===== src/rtl/psg_pkg.sv =====
package psg_pkg;
    typedef enum logic {
        S_IDLE = 1'b0,
        S_RUN  = 1'b1
    } run_state_e;

    localparam int ADDR_W        = 3;
    localparam logic [ADDR_W-1:0] REG_CLK_FREQ  = 3'd0;
    localparam logic [ADDR_W-1:0] REG_CLK_PHASE = 3'd1;
    localparam logic [ADDR_W-1:0] REG_STB_FREQ  = 3'd2;
    localparam logic [ADDR_W-1:0] REG_STB_PHASE = 3'd3;
    localparam logic [ADDR_W-1:0] REG_RUN_LEN   = 3'd4;
endpackage


===== src/rtl/psg_cfg_regs.sv =====
module psg_cfg_regs #(
    parameter int ACC_W = 32,
    parameter int CNT_W = 32
) (
    input  logic                      clk,
    input  logic                      rst_n,
    input  logic                      we,
    input  logic [psg_pkg::ADDR_W-1:0] addr,
    input  logic [31:0]               wdata,
    output logic [ACC_W-1:0]          clk_freq,
    output logic [ACC_W-1:0]          clk_phase,
    output logic [ACC_W-1:0]          stb_freq,
    output logic [ACC_W-1:0]          stb_phase,
    output logic [CNT_W-1:0]          run_len
);
    import psg_pkg::*;

    always_ff @(posedge clk) begin
        if (!rst_n) begin
            clk_freq  <= '0;
            clk_phase <= '0;
            stb_freq  <= '0;
            stb_phase <= '0;
            run_len   <= '0;
        end else if (we) begin
            unique case (addr)
                REG_CLK_FREQ:  clk_freq  <= wdata[ACC_W-1:0];
                REG_CLK_PHASE: clk_phase <= wdata[ACC_W-1:0];
                REG_STB_FREQ:  stb_freq  <= wdata[ACC_W-1:0];
                REG_STB_PHASE: stb_phase <= wdata[ACC_W-1:0];
                REG_RUN_LEN:   run_len   <= wdata[CNT_W-1:0];
                default: ;
            endcase
        end
    end
endmodule


===== src/rtl/psg_phase_acc.sv =====
module psg_phase_acc #(
    parameter int ACC_W     = 32,
    parameter bit USE_CARRY = 1'b0
) (
    input  logic             clk,
    input  logic             rst_n,
    input  logic             load,
    input  logic             adv,
    input  logic [ACC_W-1:0] freq_in,
    input  logic [ACC_W-1:0] phase_in,
    output logic             tap_o
);
    logic [ACC_W-1:0] phase_q;
    logic [ACC_W-1:0] freq_q;
    logic             carry_q;
    logic [ACC_W:0]   sum;

    assign sum = {1'b0, phase_q} + {1'b0, freq_q};

    always_ff @(posedge clk) begin
        if (!rst_n) begin
            phase_q <= '0;
            freq_q  <= '0;
            carry_q <= 1'b0;
        end else if (load) begin
            phase_q <= phase_in;
            freq_q  <= freq_in;
            carry_q <= 1'b0;
        end else if (adv) begin
            phase_q <= sum[ACC_W-1:0];
            carry_q <= sum[ACC_W];
        end else begin
            carry_q <= 1'b0;
        end
    end

    generate
        if (USE_CARRY) begin : g_carry_tap
            assign tap_o = carry_q;
        end else begin : g_msb_tap
            assign tap_o = phase_q[ACC_W-1];
        end
    endgenerate


    single_wide_pulse_chk: assert property (@(posedge clk) disable iff (!rst_n)
        (adv && carry_q && !freq_q[ACC_W-1]) |=> !carry_q);


    freq_held_in_run_chk: assert property (@(posedge clk) disable iff (!rst_n)
        (adv && $past(adv) && !load) |-> $stable(freq_q));
endmodule


===== src/rtl/psg_run_ctrl.sv =====
module psg_run_ctrl #(
    parameter int CNT_W = 32
) (
    input  logic             clk,
    input  logic             rst_n,
    input  logic             trig,
    input  logic [CNT_W-1:0] run_len,
    output logic             load,
    output logic             adv,
    output logic             running
);
    import psg_pkg::*;

    run_state_e       state_q, state_d;
    logic [CNT_W-1:0] cnt_q;
    logic             launch, expire;

    assign launch = trig && (run_len != '0);
    assign expire = (cnt_q == CNT_W'(1));

    always_comb begin
        state_d = state_q;
        unique case (state_q)
            S_IDLE: if (launch) state_d = S_RUN;
            S_RUN:  if (expire) state_d = S_IDLE;
            default: state_d = S_IDLE;
        endcase
    end

    always_ff @(posedge clk) begin
        if (!rst_n) state_q <= S_IDLE;
        else        state_q <= state_d;
    end

    always_comb begin
        load    = 1'b0;
        adv     = 1'b0;
        running = 1'b0;
        unique case (state_q)
            S_IDLE: load = launch;
            S_RUN: begin
                adv     = 1'b1;
                running = 1'b1;
            end
            default: ;
        endcase
    end

    always_ff @(posedge clk) begin
        if (!rst_n)                 cnt_q <= '0;
        else if (load)              cnt_q <= run_len;
        else if (state_q == S_RUN)  cnt_q <= cnt_q - CNT_W'(1);
    end


    run_count_live_chk: assert property (@(posedge clk) disable iff (!rst_n)
        (state_q == S_RUN) |-> (cnt_q != '0));


    run_ends_on_one_chk: assert property (@(posedge clk) disable iff (!rst_n)
        (state_q == S_RUN && cnt_q == CNT_W'(1)) |=> (state_q == S_IDLE));


    start_needs_len_chk: assert property (@(posedge clk) disable iff (!rst_n)
        $rose(running) |-> ($past(trig) && $past(run_len) != '0));
endmodule


===== src/rtl/dual_phase_clkgen.sv =====
module dual_phase_clkgen #(
    parameter int ACC_W = 32,
    parameter int CNT_W = 32
) (
    input  logic        clk,
    input  logic        rst_n,
    input  logic        cfg_we,
    input  logic [2:0]  cfg_addr,
    input  logic [31:0] cfg_wdata,
    input  logic        trig,
    output logic        sclk_o,
    output logic        cs_o
);
    localparam int N_CH = 2;

    logic [ACC_W-1:0] freq_a  [N_CH];
    logic [ACC_W-1:0] phase_a [N_CH];
    logic [N_CH-1:0]  tap_a;
    logic [CNT_W-1:0] run_len;
    logic             load, adv, running;

    psg_cfg_regs #(.ACC_W(ACC_W), .CNT_W(CNT_W)) u_regs (
        .clk       (clk),
        .rst_n     (rst_n),
        .we        (cfg_we),
        .addr      (cfg_addr),
        .wdata     (cfg_wdata),
        .clk_freq  (freq_a[0]),
        .clk_phase (phase_a[0]),
        .stb_freq  (freq_a[1]),
        .stb_phase (phase_a[1]),
        .run_len   (run_len)
    );

    psg_run_ctrl #(.CNT_W(CNT_W)) u_ctrl (
        .clk     (clk),
        .rst_n   (rst_n),
        .trig    (trig),
        .run_len (run_len),
        .load    (load),
        .adv     (adv),
        .running (running)
    );

    generate
        for (genvar ch = 0; ch < N_CH; ch++) begin : g_acc
            psg_phase_acc #(.ACC_W(ACC_W), .USE_CARRY(ch == 1)) u_acc (
                .clk      (clk),
                .rst_n    (rst_n),
                .load     (load),
                .adv      (adv),
                .freq_in  (freq_a[ch]),
                .phase_in (phase_a[ch]),
                .tap_o    (tap_a[ch])
            );
        end
    endgenerate

    assign sclk_o = running & tap_a[0];
    assign cs_o   = running & tap_a[1];


    idle_quiet_chk: assert property (@(posedge clk) disable iff (!rst_n)
        !running |-> (!sclk_o && !cs_o));


    first_cycle_no_strobe_chk: assert property (@(posedge clk) disable iff (!rst_n)
        $rose(running) |-> !cs_o);
endmodule


===== config.mk =====
export PLATFORM = sky130hd
export DESIGN_NAME = dual_phase_clkgen
export DESIGN_NICKNAME = d
export VERILOG_FILES = /design/src/rtl/psg_pkg.sv /design/src/rtl/psg_cfg_regs.sv /design/src/rtl/psg_phase_acc.sv /design/src/rtl/psg_run_ctrl.sv /design/src/rtl/dual_phase_clkgen.sv
export SDC_FILE = /design/constraint.sdc
export NUM_CORES = 1
export LEC_CHECK = 0
export BUFFER_PORTS_ARGS = -buffer_cell sky130_fd_sc_hd__buf_2
export CORE_MARGIN = 1.5
export CORE_UTILIZATION = 50
export DETAILED_ROUTE_END_ITERATION = 7
export GPL_ROUTABILITY_DRIVEN = 1
export PLACE_DENSITY = 0.75
export SYNTH_ARGS = -nofsm -noshare
export SYNTH_HDL_FRONTEND = slang
export SYNTH_SLANG_ARGS = --single-unit

===== constraint.sdc =====
create_clock -name clk -period 2.5 [get_ports clk]
set_input_delay 0.125 -clock clk [delete_from_list [all_inputs] [get_ports clk]]
set_output_delay 0.125 -clock clk [all_outputs]
set_load 0.01 [all_outputs]

==> reports/metrics.yaml, run 1 <==
met3_usage_pct: 3.14
outcome: "completed"
drcViolationCount: 0
cp_max_fo: 4
rows: 64
grtUsageMet2_pct: 42.9
fin_setup_tns_ns: 0
grt_overflow: 0
leakage_nw: 7.08
grt_max_degree: 133
synth_seq_area_share_pct: 41.4
finalClockSkew_ns: 0.0226
drt-initial-drc-count: 1361
slew_headroom_pct: 43.8
die_h_um: 180
worstSetupEndpointType: "flip-flop"
clkSlewWorstSetupHoldPaths_ns: 0.06
cts_buffers: 35
postRouteAntennaNets: 0
place_area_um2: 16400
ys_types: 82
gp_congestion: 0.934
final_common_cell: "nand2_1"
n_antenna_cell: 0
crit_required_ns: 2.88
fin_util_pct: 60.3
crit_cells: 9
yosys_register_bits: 322
maxCapViolCount: 0
numPortBuffers: 40
cpLargestDelayFamily: "compound AO/OA/AOI/OAI gates"
cp_num_buf_inv: 0
synth_nets: 2082
first_pass_iters: 5
cts_sinks: 322
yosysTopAreaCellShare_pct: 41.4
vias: 14500
holdPathStages: 2
drv_slew: 0
min_period_ns: 2.47
vias_per_cell: 5.88
cp.arrival_ns: 2.85
place_ws_ns: -0.0884
cts_tree: "done"
yosysTopAreaCell: "dfxtp_1"
synth-edff-count: 0
hpwl_um: 28000
setup_ws_ns: 0.0323
start_util_pct: 50.8
postLayoutCellArea_um2: 18500
synth_area_um2: 15600
holdCritPathClass: "in -> reg"
coreArea_um2: 30700
drive_gt1_share_pct: 14.2
synth_ff_type: "dfxtp_1"
fmax_mhz: 405
grt_util_met1_pct: 34.6
powerDensity_nw_per_um2: 703
slowest_delay_ns: 0.36
clock_latency_ns: 0.52
fin_crit_sh_pct: 98.7
die_w_um: 180
final.fill_count: 2674
nets: 2143
cts.path.max_buffers: 3
synth_warnings: 0
root_buffer: "clkbuf_16"
hold_viol_final: 0
start_kind: "flip-flop"
dieArea_um2: 32200
setup_viol: 0
grt_busiest_layer: "met2"
avgRoutedWirePerCell_um: 17.8
grt_pass1_vias: 13600
h-tree-depth: 2
grt_pass1_wl_um: 69500
p_total_mw: 13.0
critPathKind: "reg -> reg"
synth_area_leaders: "dfxtp_1, nand2_1, a21oi_1"
crit_chain: "ha_1, a21o_1, a211o_1, a41oi_2, o21ai_4, a22oi_4, o21ai_2, a2111oi_2, nor3_1"
wl_um: 43800
synthToLayoutAreaGrowth_pct: 18.6
synth_cells: 1976
io_pins: 41
vdd_ir_drop_max_v: 0.000450
slowest_stage: "a2111oi_2"
final_cell_mix: "nand2_1, a21oi_1, dfxtp_1"
antenna_found_initial: 0
synth_area_per_cell_um2: 7.89
gr-usage-all-layers_pct: 25.8
rsz0062_at_grt: "true"
rr_worst_depth: 9
tightestPinTransition_ns: 0.843
ys_async_sr_fraction_pct: 0
==> flip-flops by register name, summed over array words and instances, names as in the netlist <==
signal / cells
u_regs.clk_freq: 32
g_acc.u_acc.tap_o: 1
u_regs.clk_phase: 32
u_ctrl.state_q: 1
u_regs.stb_freq: 32
g_acc.u_acc.freq_q: 64
u_regs.stb_phase: 32
u_regs.run_len: 32
g_acc.u_acc.phase_q: 64
u_ctrl.cnt_q: 32
==> metal layers <==
layer  vias up  wire length [um]
met3        87              2520
met4         0              1510
met5         -                 0
met2       464             20200
li1       6994                 -
met1      6918             19600
==> cell usage after synthesis, types with 9 or more instances <==
cell / n
nor3_1: 16
nand3_1: 23
or2_2: 9
o22ai_1: 9
nand2b_1: 11
mux2_2: 21
nor2_1: 124
a211oi_1: 40
o21ai_0: 64
dfxtp_1: 322
or3_1: 9
ha_1: 65
a21o_1: 23
clkbuf_1: 98
buf_2: 16
xor2_1: 13
nor4_1: 15
o21a_1: 10
xnor2_1: 37
a21oi_1: 324
nand2_1: 503
and3_1: 10
nand4_1: 9
o211ai_1: 12
mux2i_1: 49
inv_1: 27
==> per-stage QoR <==
step	hold WS (ns)	std cells
after floorplan	0.261	1976
after global placement	0.431	2355
after detailed placement	0.441	2355
after CTS	0.0909	2449
after global routing	0.107	2458
final	0.110	2458
==> cell type report <==
type | count | area [um^2] | share of cell area (%)
clock buffers | 57 | 1090 | 5.90
inverters | 27 | 109 | 0.589
flip-flops and latches | 322 | 6460 | 35.0
well taps | 396 | 495 | 2.68
multi-input cells | 1506 | 8960 | 48.5
clock inverters | 5 | 100 | 0.542
repair buffers | 145 | 1260 | 6.81
==> worst paths after layout <==
check	to	from	slack, ns
setup reg to reg	g_acc[1].u_acc.tap_o	g_acc[1].u_acc.freq_q[11]	0.03
hold / removal	u_ctrl.cnt_q[0]	rst_n	0.11
hold reg to reg	g_acc[0].u_acc.freq_q[17]	u_regs.clk_freq[17]	0.44
setup / recovery	g_acc[1].u_acc.tap_o	g_acc[1].u_acc.freq_q[11]	0.03
==> worst reg2reg max path: stages, from the launching register on <==
cell,delay (ns)
dfxtp_1,0.31
ha_1,0.35
a21o_1,0.19
a211o_1,0.34
a41oi_2,0.23
o21ai_4,0.12
a22oi_4,0.28
o21ai_2,0.10
a2111oi_2,0.36
nor3_1,0.07
==> cell families after synthesis <==
group	Yosys count	synth area share, %
adder cells (fa/ha/maj)	67	5.47
AO/OA/AOI/OAI	554	21.0
XOR/XNOR	50	2.81
multiplexers	70	4.66
flip-flops	322	41.4
AND/OR/NAND/NOR	764	20.9
buffers and inverters	149	3.79
==> repair_timing <==
action | 4_1_cts | 5_1_grt
hold endpoints to repair | 160 | 0
gates resized for setup | 7 | 79
buffers inserted | 0 | 6
endpoints found under the setup margin | 8 | 71
pin swaps | 3 | 47
hold buffers | 32 | 0
cloned | 0 | 3
==> power by group <==
group	total (mW)	internal [mW]	switching (mW)
combinational	2.12	0.831	1.29
clock	5.35	3.29	2.06
sequential	5.51	5.34	0.173
total	13.0	9.46	3.53
Power figures use the tool's default switching activity.
==> inputs of run 2 (changes only) <==
Settings changed: CTS_BUF_LIST set to sky130_fd_sc_hd__clkbuf_4 sky130_fd_sc_hd__clkbuf_8 sky130_fd_sc_hd__clkbuf_16.
==> reports/metrics.yaml, run 2 (synthesized netlist as in run 1, its figures left out) <==
start_kind: "flip-flop"
place_area_um2: 16400
wl_um: 44000
nets: 2143
cts_tree: "done"
grt_pass1_vias: 13700
drv_slew: 0
cp_max_fo: 4
fmax_mhz: 403
leakage_nw: 7.12
hold_end: "u_ctrl.cnt_q[0]"
rsz0062_at_grt: "true"
postRouteAntennaNets: 0
drt-initial-drc-count: 1183
final.fill_count: 2666
postLayoutCellArea_um2: 18500
clkSlewWorstSetupHoldPaths_ns: 0.06
r2r_end: "g_acc[1].u_acc.tap_o"
synthToLayoutAreaGrowth_pct: 18.9
io_pins: 41
cts_buffers: 35
grt_max_degree: 133
die_h_um: 180
coreArea_um2: 30700
reg2reg_slack_ns: 0.02
start_util_pct: 50.8
finalClockSkew_ns: 0.0214
h-tree-depth: 2
tightestPinTransition_ns: 0.849
avgRoutedWirePerCell_um: 17.9
vias: 14500
grt_pass1_wl_um: 69900
vdd_ir_drop_max_v: 0.000465
outcome: "completed"
cp.arrival_ns: 2.87
critPathKind: "reg -> reg"
vias_per_cell: 5.89
crit_chain: "ha_1, a21o_1, a211o_1, a41oi_2, o21ai_4, a22oi_4, o21ai_2, a2111oi_2, nor3_1"
grt_overflow: 0
antenna_found_initial: 0
holdCritPathClass: "in -> reg"
first_pass_iters: 5
final_cell_mix: "nand2_1, a21oi_1, dfxtp_1"
hpwl_um: 28000
hold_viol_final: 0
rr_worst_depth: 9
root_buffer: "clkbuf_16"
reg_top3: "g_acc.u_acc.freq_q: 64 flops, g_acc.u_acc.phase_q: 64 flops"
holdPathStages: 2
worstSetupEndpointType: "flip-flop"
crit_required_ns: 2.89
numPortBuffers: 40
clock_latency_ns: 0.52
dieArea_um2: 32200
slowest_stage: "ha_1"
seq_area_um2: 6460
powerDensity_nw_per_um2: 707
maxCapViolCount: 0
reg2reg_from: "g_acc[1].u_acc.freq_q[11]"
drive_gt1_share_pct: 14.8
n_antenna_cell: 0
gp_congestion: 0.934
gr-usage-all-layers_pct: 25.9
cts_sinks: 322
min_from: "rst_n"
final_common_cell: "nand2_1"
cts.path.max_buffers: 3
setup_viol: 0
min_period_ns: 2.48
slew_headroom_pct: 43.4
multiInputGateArea_um2: 8970
p_total_mw: 13.1
slowest_delay_ns: 0.35
drcViolationCount: 0
die_w_um: 180
fin_crit_sh_pct: 99.2
rows: 64
## run 2: report_power, final
part / leakage, nW / internal (mW) / switching [mW] / total, mW
combinational: 3.88 / 0.831 / 1.29 / 2.12
sequential: 2.61 / 5.34 / 0.174 / 5.51
clock: 0.621 / 3.40 / 2.07 / 5.47
total: 7.12 / 9.58 / 3.53 / 13.1
## run 2: repair_timing
action,4_1_cts,5_1_grt
gates resized for setup,7,82
gates cloned,0,3
setup buffers,0,6
hold endpoints to repair,160,0
hold buffers,32,0
pin swaps,3,47
endpoints found under the setup margin,8,72
## run 2: through the flow
step	std cells	hold slack [ns]	utilization, %	worst slack [ns]	TNS, ns
after floorplan	1976	0.261	-	0.112	0
after global placement	2355	0.431	53.5	-0.0683	-0.101
after detailed placement	2355	0.441	53.5	-0.0884	-0.322
after CTS	2449	0.0910	58.7	-0.0392	-0.0392
after global routing	2458	0.106	60.4	-0.0879	-0.232
final	2458	0.105	60.4	0.0196	0
## run 2: final cells by class
class | count | share of cell area (%)
sequential | 322 | 34.9
clock inverter | 5 | 0.540
tap | 396 | 2.67
multi-input combinational | 1506 | 48.4
clock buffer | 57 | 6.11
timing repair buffer | 145 | 6.79
inverter | 27 | 0.587
## run 2: per-layer routing
layer	routed length [um]	vias up	GRT usage (%)	share of wire (%)
li1	-	7001	-	-
met1	19600	6951	34.8	44
met2	20600	439	43.6	47
met3	2560	80	3.06	5.8
met4	1250	0	8.03	2.8
met5	0	-	0	0
## run 2: worst max-delay path, delay by kind of cell, from the launching register on
kind            cells  cell delay [ns]
simple gates        1             0.07
flops               1             0.31
fa+ha+maj           1             0.35
compound gates      7             1.63
## run 2: how the worst max path moves through the flow
stage	startpoint	end	slack, ns	cells after the start
after floorplan	g_acc[0].u_acc.freq_q[0]	g_acc[0].u_acc.phase_q[28]	0.11	10
after global placement	g_acc[0].u_acc.freq_q[0]	g_acc[0].u_acc.phase_q[28]	-0.07	10
after detailed placement	g_acc[0].u_acc.freq_q[0]	g_acc[0].u_acc.phase_q[28]	-0.09	10
after CTS	g_acc[1].u_acc.freq_q[0]	g_acc[1].u_acc.tap_o	-0.04	10
after global routing	g_acc[1].u_acc.freq_q[11]	g_acc[1].u_acc.tap_o	-0.09	9
final	g_acc[1].u_acc.freq_q[11]	g_acc[1].u_acc.tap_o	0.02	9
